## src/rtl/mmap_pkg.sv

```systemverilog
package mmap_pkg;

    localparam int DATA_W = 8;
    localparam logic [3:0] SEL_PAGE = 4'h5;

    typedef enum logic [1:0] {
        PRG_32K_A  = 2'd0,
        PRG_32K_B  = 2'd1,
        PRG_FIX_LO = 2'd2,
        PRG_FIX_HI = 2'd3
    } prg_mode_e;

    typedef enum logic [1:0] {
        BUS_IDLE   = 2'd0,
        BUS_ACTIVE = 2'd1,
        BUS_APPLY  = 2'd2
    } bus_state_e;

    // encoding is {data bit 7, data bit 0} of the selector write
    typedef enum logic [1:0] {
        TGT_NONE  = 2'b00,
        TGT_INNER = 2'b01,
        TGT_MODE  = 2'b10,
        TGT_OUTER = 2'b11
    } reg_target_e;

endpackage

```

## src/rtl/mmap_bus_fsm.sv

```systemverilog
module mmap_bus_fsm
    import mmap_pkg::*;
(
    input  logic              clk,
    input  logic              rst_n,
    input  logic [3:0]        cpu_addr_hi,
    input  logic [DATA_W-1:0] cpu_data,
    input  logic              cpu_rw,
    input  logic              cpu_m2,
    output bus_state_e        bus_st,
    output logic              sel_we,
    output logic              data_we,
    output logic [DATA_W-1:0] wr_data
);

    bus_state_e        st_next;
    logic [3:0]        lat_hi;
    logic [DATA_W-1:0] lat_data;
    logic              lat_wr;

    // state register
    always_ff @(posedge clk or negedge rst_n) begin
        if (!rst_n) begin
            bus_st <= BUS_IDLE;
        end else begin
            bus_st <= st_next;
        end
    end

    // next-state logic
    always_comb begin
        st_next = bus_st;
        unique case (bus_st)
            BUS_IDLE:   if (cpu_m2) st_next = BUS_ACTIVE;
            BUS_ACTIVE: if (!cpu_m2) st_next = lat_wr ? BUS_APPLY : BUS_IDLE;
            BUS_APPLY:  st_next = cpu_m2 ? BUS_ACTIVE : BUS_IDLE;
            default:    st_next = BUS_IDLE;
        endcase
    end

    // bus sampling while M2 is high; the last sample before the fall is kept
    always_ff @(posedge clk or negedge rst_n) begin
        if (!rst_n) begin
            lat_hi   <= '0;
            lat_data <= '0;
            lat_wr   <= 1'b0;
        end else if (cpu_m2) begin
            lat_hi   <= cpu_addr_hi;
            lat_data <= cpu_data;
            lat_wr   <= !cpu_rw;
        end
    end

    // output process: commit strobes only in the apply state
    always_comb begin
        sel_we  = 1'b0;
        data_we = 1'b0;
        wr_data = lat_data;
        unique case (bus_st)
            BUS_APPLY: begin
                sel_we  = (lat_hi == SEL_PAGE);
                data_we = lat_hi[3];
            end
            default: begin
                sel_we  = 1'b0;
                data_we = 1'b0;
            end
        endcase
    end

endmodule

```

## src/rtl/mmap_regfile.sv

```systemverilog
module mmap_regfile
    import mmap_pkg::*;
#(
    parameter int INNER_W = 4,
    parameter int OUTER_W = 7
) (
    input  logic               clk,
    input  logic               rst_n,
    input  logic               sel_we,
    input  logic               data_we,
    input  logic [DATA_W-1:0]  wr_data,
    output logic [1:0]         sel_q,
    output logic [INNER_W-1:0] inner_q,
    output logic [3:0]         mode_q,
    output logic [OUTER_W-1:0] outer_q,
    output logic               inner_we,
    output logic               mode_we,
    output logic               outer_we
);

    reg_target_e target;
    assign target = reg_target_e'(sel_q);

    always_comb begin
        inner_we = 1'b0;
        mode_we  = 1'b0;
        outer_we = 1'b0;
        unique case (target)
            TGT_INNER: inner_we = data_we;
            TGT_MODE:  mode_we  = data_we;
            TGT_OUTER: outer_we = data_we;
            default:   ;
        endcase
    end

    always_ff @(posedge clk or negedge rst_n) begin
        if (!rst_n) begin
            sel_q   <= '1;
            inner_q <= '1;
            mode_q  <= '1;
            outer_q <= '1;
        end else begin
            if (sel_we)   sel_q   <= {wr_data[DATA_W-1], wr_data[0]};
            if (inner_we) inner_q <= wr_data[INNER_W-1:0];
            if (mode_we)  mode_q  <= wr_data[5:2];
            if (outer_we) outer_q <= wr_data[OUTER_W-1:0];
        end
    end

endmodule

```

## src/rtl/mmap_bank_calc.sv

```systemverilog
module mmap_bank_calc
    import mmap_pkg::*;
#(
    parameter int BANK_W  = 8,
    parameter int INNER_W = 4
) (
    input  logic [3:0]         mode_q,
    input  logic [BANK_W-2:0]  outer_q,
    input  logic [INNER_W-1:0] inner_q,
    input  logic               a14,
    output logic [BANK_W-1:0]  rom_bank
);

    localparam int PAD32 = BANK_W - INNER_W - 1;
    localparam int PAD16 = BANK_W - INNER_W;

    logic [1:0]        size_sel;
    prg_mode_e         prg;
    logic [BANK_W-1:0] base;
    logic [BANK_W-1:0] pick;
    logic [BANK_W-1:0] inner_mask;
    logic [BANK_W-1:0] switched;
    logic              fixed_slot;

    assign size_sel = mode_q[3:2];
    assign prg      = prg_mode_e'(mode_q[1:0]);

    // bits replaced by the inner value: 1, 2, 3 or 4 low bits
    genvar gi;
    generate
        for (gi = 0; gi < BANK_W; gi++) begin : g_mask
            assign inner_mask[gi] = (gi <= int'(size_sel));
        end
    endgenerate

    always_comb begin
        base       = {outer_q, 1'b0};
        pick       = {{PAD16{1'b0}}, inner_q};
        fixed_slot = 1'b0;
        unique case (prg)
            PRG_32K_A, PRG_32K_B: begin
                pick       = {{PAD32{1'b0}}, inner_q, a14};
                fixed_slot = 1'b0;
            end
            PRG_FIX_LO: fixed_slot = !a14;
            PRG_FIX_HI: fixed_slot = a14;
            default:    fixed_slot = 1'b0;
        endcase
        switched = (base & ~inner_mask) | (pick & inner_mask);
        rom_bank = fixed_slot ? (base | {{(BANK_W-1){1'b0}}, a14}) : switched;
    end

endmodule

```

## src/rtl/multimode_prg_mapper.sv

```systemverilog
module multimode_prg_mapper
    import mmap_pkg::*;
#(
    parameter int BANK_W  = 8,
    parameter int INNER_W = 4
) (
    input  logic              clk,
    input  logic              rst_n,
    input  logic [3:0]        cpu_addr_hi,
    input  logic [7:0]        cpu_data,
    input  logic              cpu_rw,
    input  logic              cpu_m2,
    output logic [BANK_W-1:0] rom_bank
);

    localparam int OUTER_W = BANK_W - 1;

    bus_state_e         bus_st;
    logic               sel_we;
    logic               data_we;
    logic [DATA_W-1:0]  wr_data;
    logic [1:0]         sel_q;
    logic [INNER_W-1:0] inner_q;
    logic [3:0]         mode_q;
    logic [OUTER_W-1:0] outer_q;
    logic               inner_we;
    logic               mode_we;
    logic               outer_we;

    mmap_bus_fsm u_bus (
        .clk         (clk),
        .rst_n       (rst_n),
        .cpu_addr_hi (cpu_addr_hi),
        .cpu_data    (cpu_data),
        .cpu_rw      (cpu_rw),
        .cpu_m2      (cpu_m2),
        .bus_st      (bus_st),
        .sel_we      (sel_we),
        .data_we     (data_we),
        .wr_data     (wr_data)
    );

    mmap_regfile #(
        .INNER_W (INNER_W),
        .OUTER_W (OUTER_W)
    ) u_regs (
        .clk      (clk),
        .rst_n    (rst_n),
        .sel_we   (sel_we),
        .data_we  (data_we),
        .wr_data  (wr_data),
        .sel_q    (sel_q),
        .inner_q  (inner_q),
        .mode_q   (mode_q),
        .outer_q  (outer_q),
        .inner_we (inner_we),
        .mode_we  (mode_we),
        .outer_we (outer_we)
    );

    mmap_bank_calc #(
        .BANK_W  (BANK_W),
        .INNER_W (INNER_W)
    ) u_calc (
        .mode_q   (mode_q),
        .outer_q  (outer_q),
        .inner_q  (inner_q),
        .a14      (cpu_addr_hi[2]),
        .rom_bank (rom_bank)
    );

endmodule

```

## config.mk

```make
export PLATFORM = sky130hd
export DESIGN_NAME = multimode_prg_mapper
export DESIGN_NICKNAME = d
export VERILOG_FILES = /design/src/rtl/mmap_pkg.sv /design/src/rtl/mmap_bus_fsm.sv /design/src/rtl/mmap_regfile.sv /design/src/rtl/mmap_bank_calc.sv /design/src/rtl/multimode_prg_mapper.sv
export SDC_FILE = /design/constraint.sdc
export NUM_CORES = 1
export LEC_CHECK = 0
export ABC_CLOCK_PERIOD_IN_PS = 1800
export CAP_MARGIN = 10
export CORE_AREA = 3 3 80 44
export DETAILED_ROUTE_END_ITERATION = 8
export DIE_AREA = 0 0 83 47
export GPL_TIMING_DRIVEN = 0
export PLACE_DENSITY = 0.82
export SLEW_MARGIN = 20
export SYNTH_ARGS = -nofsm -noshare
export SYNTH_HDL_FRONTEND = slang
export SYNTH_HIERARCHICAL = 1
export SYNTH_SLANG_ARGS = --single-unit
```

## constraint.sdc

```tcl
create_clock -name clk -period 1.8 [get_ports clk]
set_input_delay 0.36 -clock clk [delete_from_list [all_inputs] [get_ports clk]]
set_output_delay 0.36 -clock clk [all_outputs]
set_load 0.02 [all_outputs]
```

==> metrics.md, run 1 <==
| Metric | Value |
|---|---|
| Run status | complete, but fails checks |
| Failing checks | negative setup slack |
| Crit. End Element | primary output |
| Synth Instances | 97 |
| Crit-path cells | buf_6 > mux2_4 > mux2_4 > buf_6 |
| CP arrival | 1650 ps |
| RSZ-0062 raised after global routing | yes |
| Final Setup Violations | 3 |
| Clock transition at the registers of the reported paths | 70 ps |
| Max_slew headroom | 0.5469 |
| Pin count of the biggest net entering global routing | 33 |
| Total GRT Usage | 0.1514 |
| Final ANT Viol Nets | 0 |
| Initial antenna violation count | 0 |
| Worst hold slack | 106.7 ps |
| Crit-path slowest cell | dfstp_2 |
| Final period utilization | 1.117 |
| Post-route cell area | 0.001876 mm^2 |
| R2R depth | 3 |
| GPL Wtd Cong | 0.7576 |
| MaxCap Viol Count | 0 |
| Worst-path maximum fanout | 7 |
| Syn Nets | 113 |
| First DRT Iteration DRCs | 15 |
| Clk_lat worst skew | 290 ps |
| CP Buf/Inv Count | 2 |
| Core area | 0.002908 mm^2 |
| Max clock buf depth | 2 |
| Worst r2r src | u_bus/bus_st[0]$_DFFE_PN0P_ |
| Final WL | 2.572 mm |
| First-pass GRT wire length | 4.312 mm |
| Final hold viol count | 0 |
| Total gr overflow | 0 |
| I/O pin count | 24 |
| Setup WS post-layout | -210.4 ps |
| Residual DRC | 0 |
| # clock sinks | 32 |
| Share of cells above drive strength 1 | 0.5891 |
| Vias in the first global route | 859 |
| Root Buffer | clkbuf_8 |
| DR WL/cell | 15.22 um |
| Initial Util | 0.5017 |
| Static Leakage | 0.8300 nW |
| CTS tree | yes |
| Netlist Area Pre-Place | 0.001459 mm^2 |
| Via density per instance | 5.089 |
| Startpoint types | flop |
| Max-slew violations | 0 |
| Max Clock Skew | 6.649 ps |
| Reg-to-reg setup timing slack | 460 ps |
| Antenna fix cells | 0 |
| Slew @ Worst Pin | 679.6 ps |
| Family with the most delay on the worst path | multiplexers |
| Placement Cell Area | 0.001724 mm^2 |
| P per Cell Area | 946.7 mW/mm^2 |
| Yosys warnings | 6 |
| Worst VDD drop | 0.5797 mV |
| Count of input and output buffers | 22 |
| Most common cell after layout, fill and taps aside | mux2_2 |
| CP Class | flop to primary output |
| # rows | 14 |
| H-tree lvl count | 2 |
| Pwr Total | 1.776 mW |
| Fin nets | 144 |
| Area growth, synth to finish | 28.56% |
| Peak Freq | 497.4 MHz |
| Setup TNS | -503.9 ps |
| Worst min-delay path class | input port to asynchronous set/reset pin |
| Critical Path RT | 1440 ps |
| Mean Syn Cell Area | 15.04 um^2 |
| Reg2Reg Capture Point | u_regs/inner_q[3]$_DFFE_PN1P_ |
| DP Wirelength | 1.758 mm |
| Commonest non-fill, non-tap cells in the layout | mux2_2, dfstp_2, dfrtp_1 |
| DRT Pass-1 Iters | 4 |
| Period minus WS final | 2010 ps |
| Die Area | 0.003901 mm^2 |
| Number of CTS-inserted buffers | 5 |
| Vias | 860 |
| Die height | 47 um |
| Worst path max stage delay | 530 ps |
| Die width | 83 um |
-- per-layer routing --
metal	up-vias	wire length, um	GRT usage
li1	412	-	-
met1	430	1172	0.1703
met2	15	1258	0.2675
met3	3	111	0.06655
met4	0	30	0.05863
met5	-	0	0
-- area by class of cell --
cell class	count	area (um^2)
Buffer	7	72.57
Clock buffer	7	96.34
Clock inverter	1	30.03
Fill cell	237	1032
Multi-Input combinational cell	58	579.3
Sequential cell	32	822.0
Tap cell	40	50.05
Timing Repair Buffer	24	225.2
-- through the flow --
| stage | instances | util | setup WS [ps] |
|---|---|---|---|
| after detailed placement | 159 | 0.5929 | -727.3 |
| after global routing | 169 | 0.6450 | -267.8 |
| final | 169 | 0.6450 | -210.4 |
| after floorplan | 97 | - | 181.7 |
| after CTS | 168 | 0.6411 | -228.0 |
| after global placement | 159 | 0.5947 | -704.5 |
-- worst max-delay path by stage --
stage / start / end / slack (ps) / cells after the start
global route: u_regs/mode_q[1]$_DFFE_PN1P_ / rom_bank[1] / -270 / 4
CTS: u_regs/mode_q[1]$_DFFE_PN1P_ / rom_bank[1] / -230 / 4
floorplan: u_regs/mode_q[1]$_DFFE_PN1P_ / rom_bank[1] / 180 / 3
finish: u_regs/mode_q[1]$_DFFE_PN1P_ / rom_bank[1] / -210 / 4
detailed placement: cpu_addr_hi[2] / rom_bank[1] / -730 / 5
global placement: cpu_addr_hi[2] / rom_bank[1] / -700 / 5
-- sequential cells by signal, summed over array words and instances (netlist names) --
name	cells
u_bus/wr_data	8
u_regs/outer_q	7
u_bus/lat_hi	4
u_regs/inner_q	4
u_regs/mode_q	4
u_bus/bus_st	2
u_regs/sel_q	2
u_bus/lat_wr	1
-- report_power, final --
group	switching, mW	leakage [nW]	internal (mW)
combinational	0.0682	0.413	0.117
clock	0.267	0.0645	0.488
sequential	0.0445	0.352	0.791
-- what timing repair did --
action                                  in CTS  in global routing
hold buffers                                 0                  0
gates resized for setup                     31                  1
cloned                                       0                  0
setup buffers                                1                  1
endpoints found under the setup margin       8                  4
pin swaps                                    2                  0
(Power assumes the default switching activity.)
==> inputs of run 2 (changes only) <==
--- a/config.mk
+++ b/config.mk
@@ -11,7 +11,7 @@
 export DETAILED_ROUTE_END_ITERATION = 8
 export DIE_AREA = 0 0 83 47
 export GPL_TIMING_DRIVEN = 0
-export PLACE_DENSITY = 0.82
+export PLACE_DENSITY = 0.73
 export SLEW_MARGIN = 20
 export SYNTH_ARGS = -nofsm -noshare
 export SYNTH_HDL_FRONTEND = slang
==> run 2 against run 1 <==
The run still ends with negative setup slack left. Register-to-register slack about the same. Cell area shrank 2.8%. Power is 14% lower. Wire length decreased by 5.8%. Die area did not move. Critical path type unchanged. Highest routed layer unchanged.
==> metrics.md, run 2 (same netlist as run 1, synthesis figures left out) <==
| Metric | Value |
|---|---|
| Worst-path maximum fanout | 6 (was 7) |
| Total gr overflow | 0 (unchanged) |
| # rows | 14 (unchanged) |
| First DRT Iteration DRCs | 27 (was 15) |
| Critical Path RT | 1440 ps (about the same) |
| Initial Util | 0.5017 (unchanged) |
| Worst min-delay path class | input port to asynchronous set/reset pin (unchanged) |
| Fin nets | 143 (was 144) |
| Worst hold slack | 125.4 ps (was 106.7 ps) |
| Setup WS post-layout | -149.2 ps (was -210.4 ps) |
| Core area | 0.002908 mm^2 (unchanged) |
| Vias in the first global route | 815 (was 859) |
| Static Leakage | 0.8018 nW (was 0.8300 nW) |
| P per Cell Area | 835.3 mW/mm^2 (was 946.7 mW/mm^2) |
| Area growth, synth to finish | 24.96% (was 28.56%) |
| Max Clock Skew | 9.237 ps (was 6.649 ps) |
| MaxCap Viol Count | 0 (unchanged) |
| Final std cells w/o fill | 168 (was 169) |
| First-pass GRT wire length | 3.815 mm (was 4.312 mm) |
| GPL Wtd Cong | 0.7399 (was 0.7576) |
| Clk_lat worst skew | 270 ps (was 290 ps) |
| Placement Cell Area | 0.001724 mm^2 (unchanged) |
| # clock sinks | 32 (unchanged) |
| Final WL | 2.424 mm (was 2.572 mm) |
| Startpoint types | flop (unchanged) |
| Max clock buf depth | 2 (unchanged) |
| Peak Freq | 513.0 MHz (was 497.4 MHz) |
| DP Wirelength | 1.669 mm (was 1.758 mm) |
| Root Buffer | clkbuf_8 (unchanged) |
| Total GRT Usage | 0.1332 (was 0.1514) |
| Slew @ Worst Pin | 682.7 ps (was 679.6 ps) |
| Period minus WS final | 1949 ps (was 2010 ps) |
| Setup TNS | -364.0 ps (was -503.9 ps) |
| Max_slew headroom | 0.5449 (was 0.5469) |
| Failing checks | negative setup slack (unchanged) |
| Final period utilization | 1.083 (was 1.117) |
| Post-Place Setup Slack | -752.9 ps (was -727.3 ps) |
| Vias | 852 (was 860) |
| Worst VDD drop | 0.4588 mV (was 0.5797 mV) |
| RSZ-0062 raised after global routing | yes (unchanged) |
| Initial antenna violation count | 0 (unchanged) |
| H-tree lvl count | 2 (unchanged) |
| Residual DRC | 0 (unchanged) |
| Antenna fix cells | 0 (unchanged) |
| I/O pin count | 24 (unchanged) |
| Count of input and output buffers | 22 (unchanged) |
| DRT Pass-1 Iters | 4 (unchanged) |
| Die width | 83 um (unchanged) |
| Final Setup Violations | 3 (unchanged) |
| Crit. End Element | primary output (unchanged) |
| Final ANT Viol Nets | 0 (unchanged) |
| CTS tree | yes (unchanged) |
| Clock transition at the registers of the reported paths | 60 ps (was 70 ps) |
| Max-slew violations | 0 (unchanged) |
| CP arrival | 1590 ps (was 1650 ps) |
| M3 GR Usage | 0.05954 (was 0.06655) |
| Die Area | 0.003901 mm^2 (unchanged) |
| Run status | complete, but fails checks (unchanged) |
| CTS Hold Bufs | 0 (unchanged) |
| Via density per instance | 5.071 (was 5.089) |
| Post-route cell area | 0.001823 mm^2 (was 0.001876 mm^2) |
| Most common cell after layout, fill and taps aside | mux2_2 (unchanged) |
| DR WL/cell | 14.43 um (was 15.22 um) |
| Final hold viol count | 0 (unchanged) |
| Commonest non-fill, non-tap cells in the layout | mux2_2, dfstp_2, dfrtp_1 (unchanged) |
| Number of CTS-inserted buffers | 5 (unchanged) |
| GR peak layer | met2 (unchanged) |
| GR Util met1 | 0.1674 (was 0.1703) |
| Pin count of the biggest net entering global routing | 33 (unchanged) |
| Final Util | 0.6269 (was 0.6450) |
| CP Class | flop to primary output (unchanged) |
| Number of flip-flops in the largest register | 8 (unchanged) |
| Pwr Total | 1.523 mW (was 1.776 mW) |
| Met2 Use GR | 0.2102 (was 0.2675) |
| Placed cells | 159 (unchanged) |
| Share of cells above drive strength 1 | 0.5859 (was 0.5891) |
| Die height | 47 um (unchanged) |
==> run 2: cell count changes in the layout (fill, tap and decap cells not counted), sizes merged <==
cell,previous run,this run
clkinv,0,1
bufinv,1,0
buf,14,13
==> run 2: what timing repair did <==
item / 4_1_cts / 5_1_grt
buffers inserted: 2 / 0
gates cloned: 0 / 0
setup endpoints to repair: 8 / 4
resized for setup: 30 / 3
pin swaps: 4 / 2
==> run 2: cell type report <==
class,count,area (um^2)
well taps,40,50.05
fillers,240,1085
multi-input cells,58,585.6
repair buffers,24,222.7
flip-flops and latches,32,822.0
clock buffers,7,76.32
plain buffers,6,61.31
clock inverters,1,5.005
==> run 2: critical path, stage by stage (launching register included) <==
cell and delay (ps):
dfstp_2 610, mux2_4 320, mux2_4 270, buf_6 130
==> run 2: power by group <==
group | internal (mW) | leakage [nW] | total [mW] | switching [mW]
clock network | 0.271 | 0.0422 | 0.507 | 0.236
registers | 0.791 | 0.352 | 0.840 | 0.0482
logic | 0.113 | 0.407 | 0.177 | 0.0637
total | 1.17 | 0.802 | 1.52 | 0.348
==> run 2: per-layer routing <==
metal,routed length (um),part of all wire,vias up
li1,-,-,406
met4,18,0.0074,0
met3,84,0.035,2
met1,1181,0.49,430
met5,0,0,-
met2,1140,0.47,14
==> run 2: path summary, 6_finish.rpt <==
path	slack, ps	startpoint	cells after the start	end
setup / recovery	-150	u_regs/mode_q[1]$_DFFE_PN1P_	3	rom_bank[1]
hold / removal	130	rst_n	1	u_bus/wr_data[2]$_DFFE_PN0P_
setup reg to reg	470	u_bus/bus_st[0]$_DFFE_PN0P_	3	u_regs/outer_q[5]$_DFFE_PN1P_
hold reg to reg	500	u_bus/bus_st[0]$_DFFE_PN0P_	1	u_bus/bus_st[0]$_DFFE_PN0P_
max in group asynchronous	1230	rst_n	1	u_bus/wr_data[7]$_DFFE_PN0P_
min in group clk	400	cpu_m2	2	u_bus/wr_data[4]$_DFFE_PN0P_
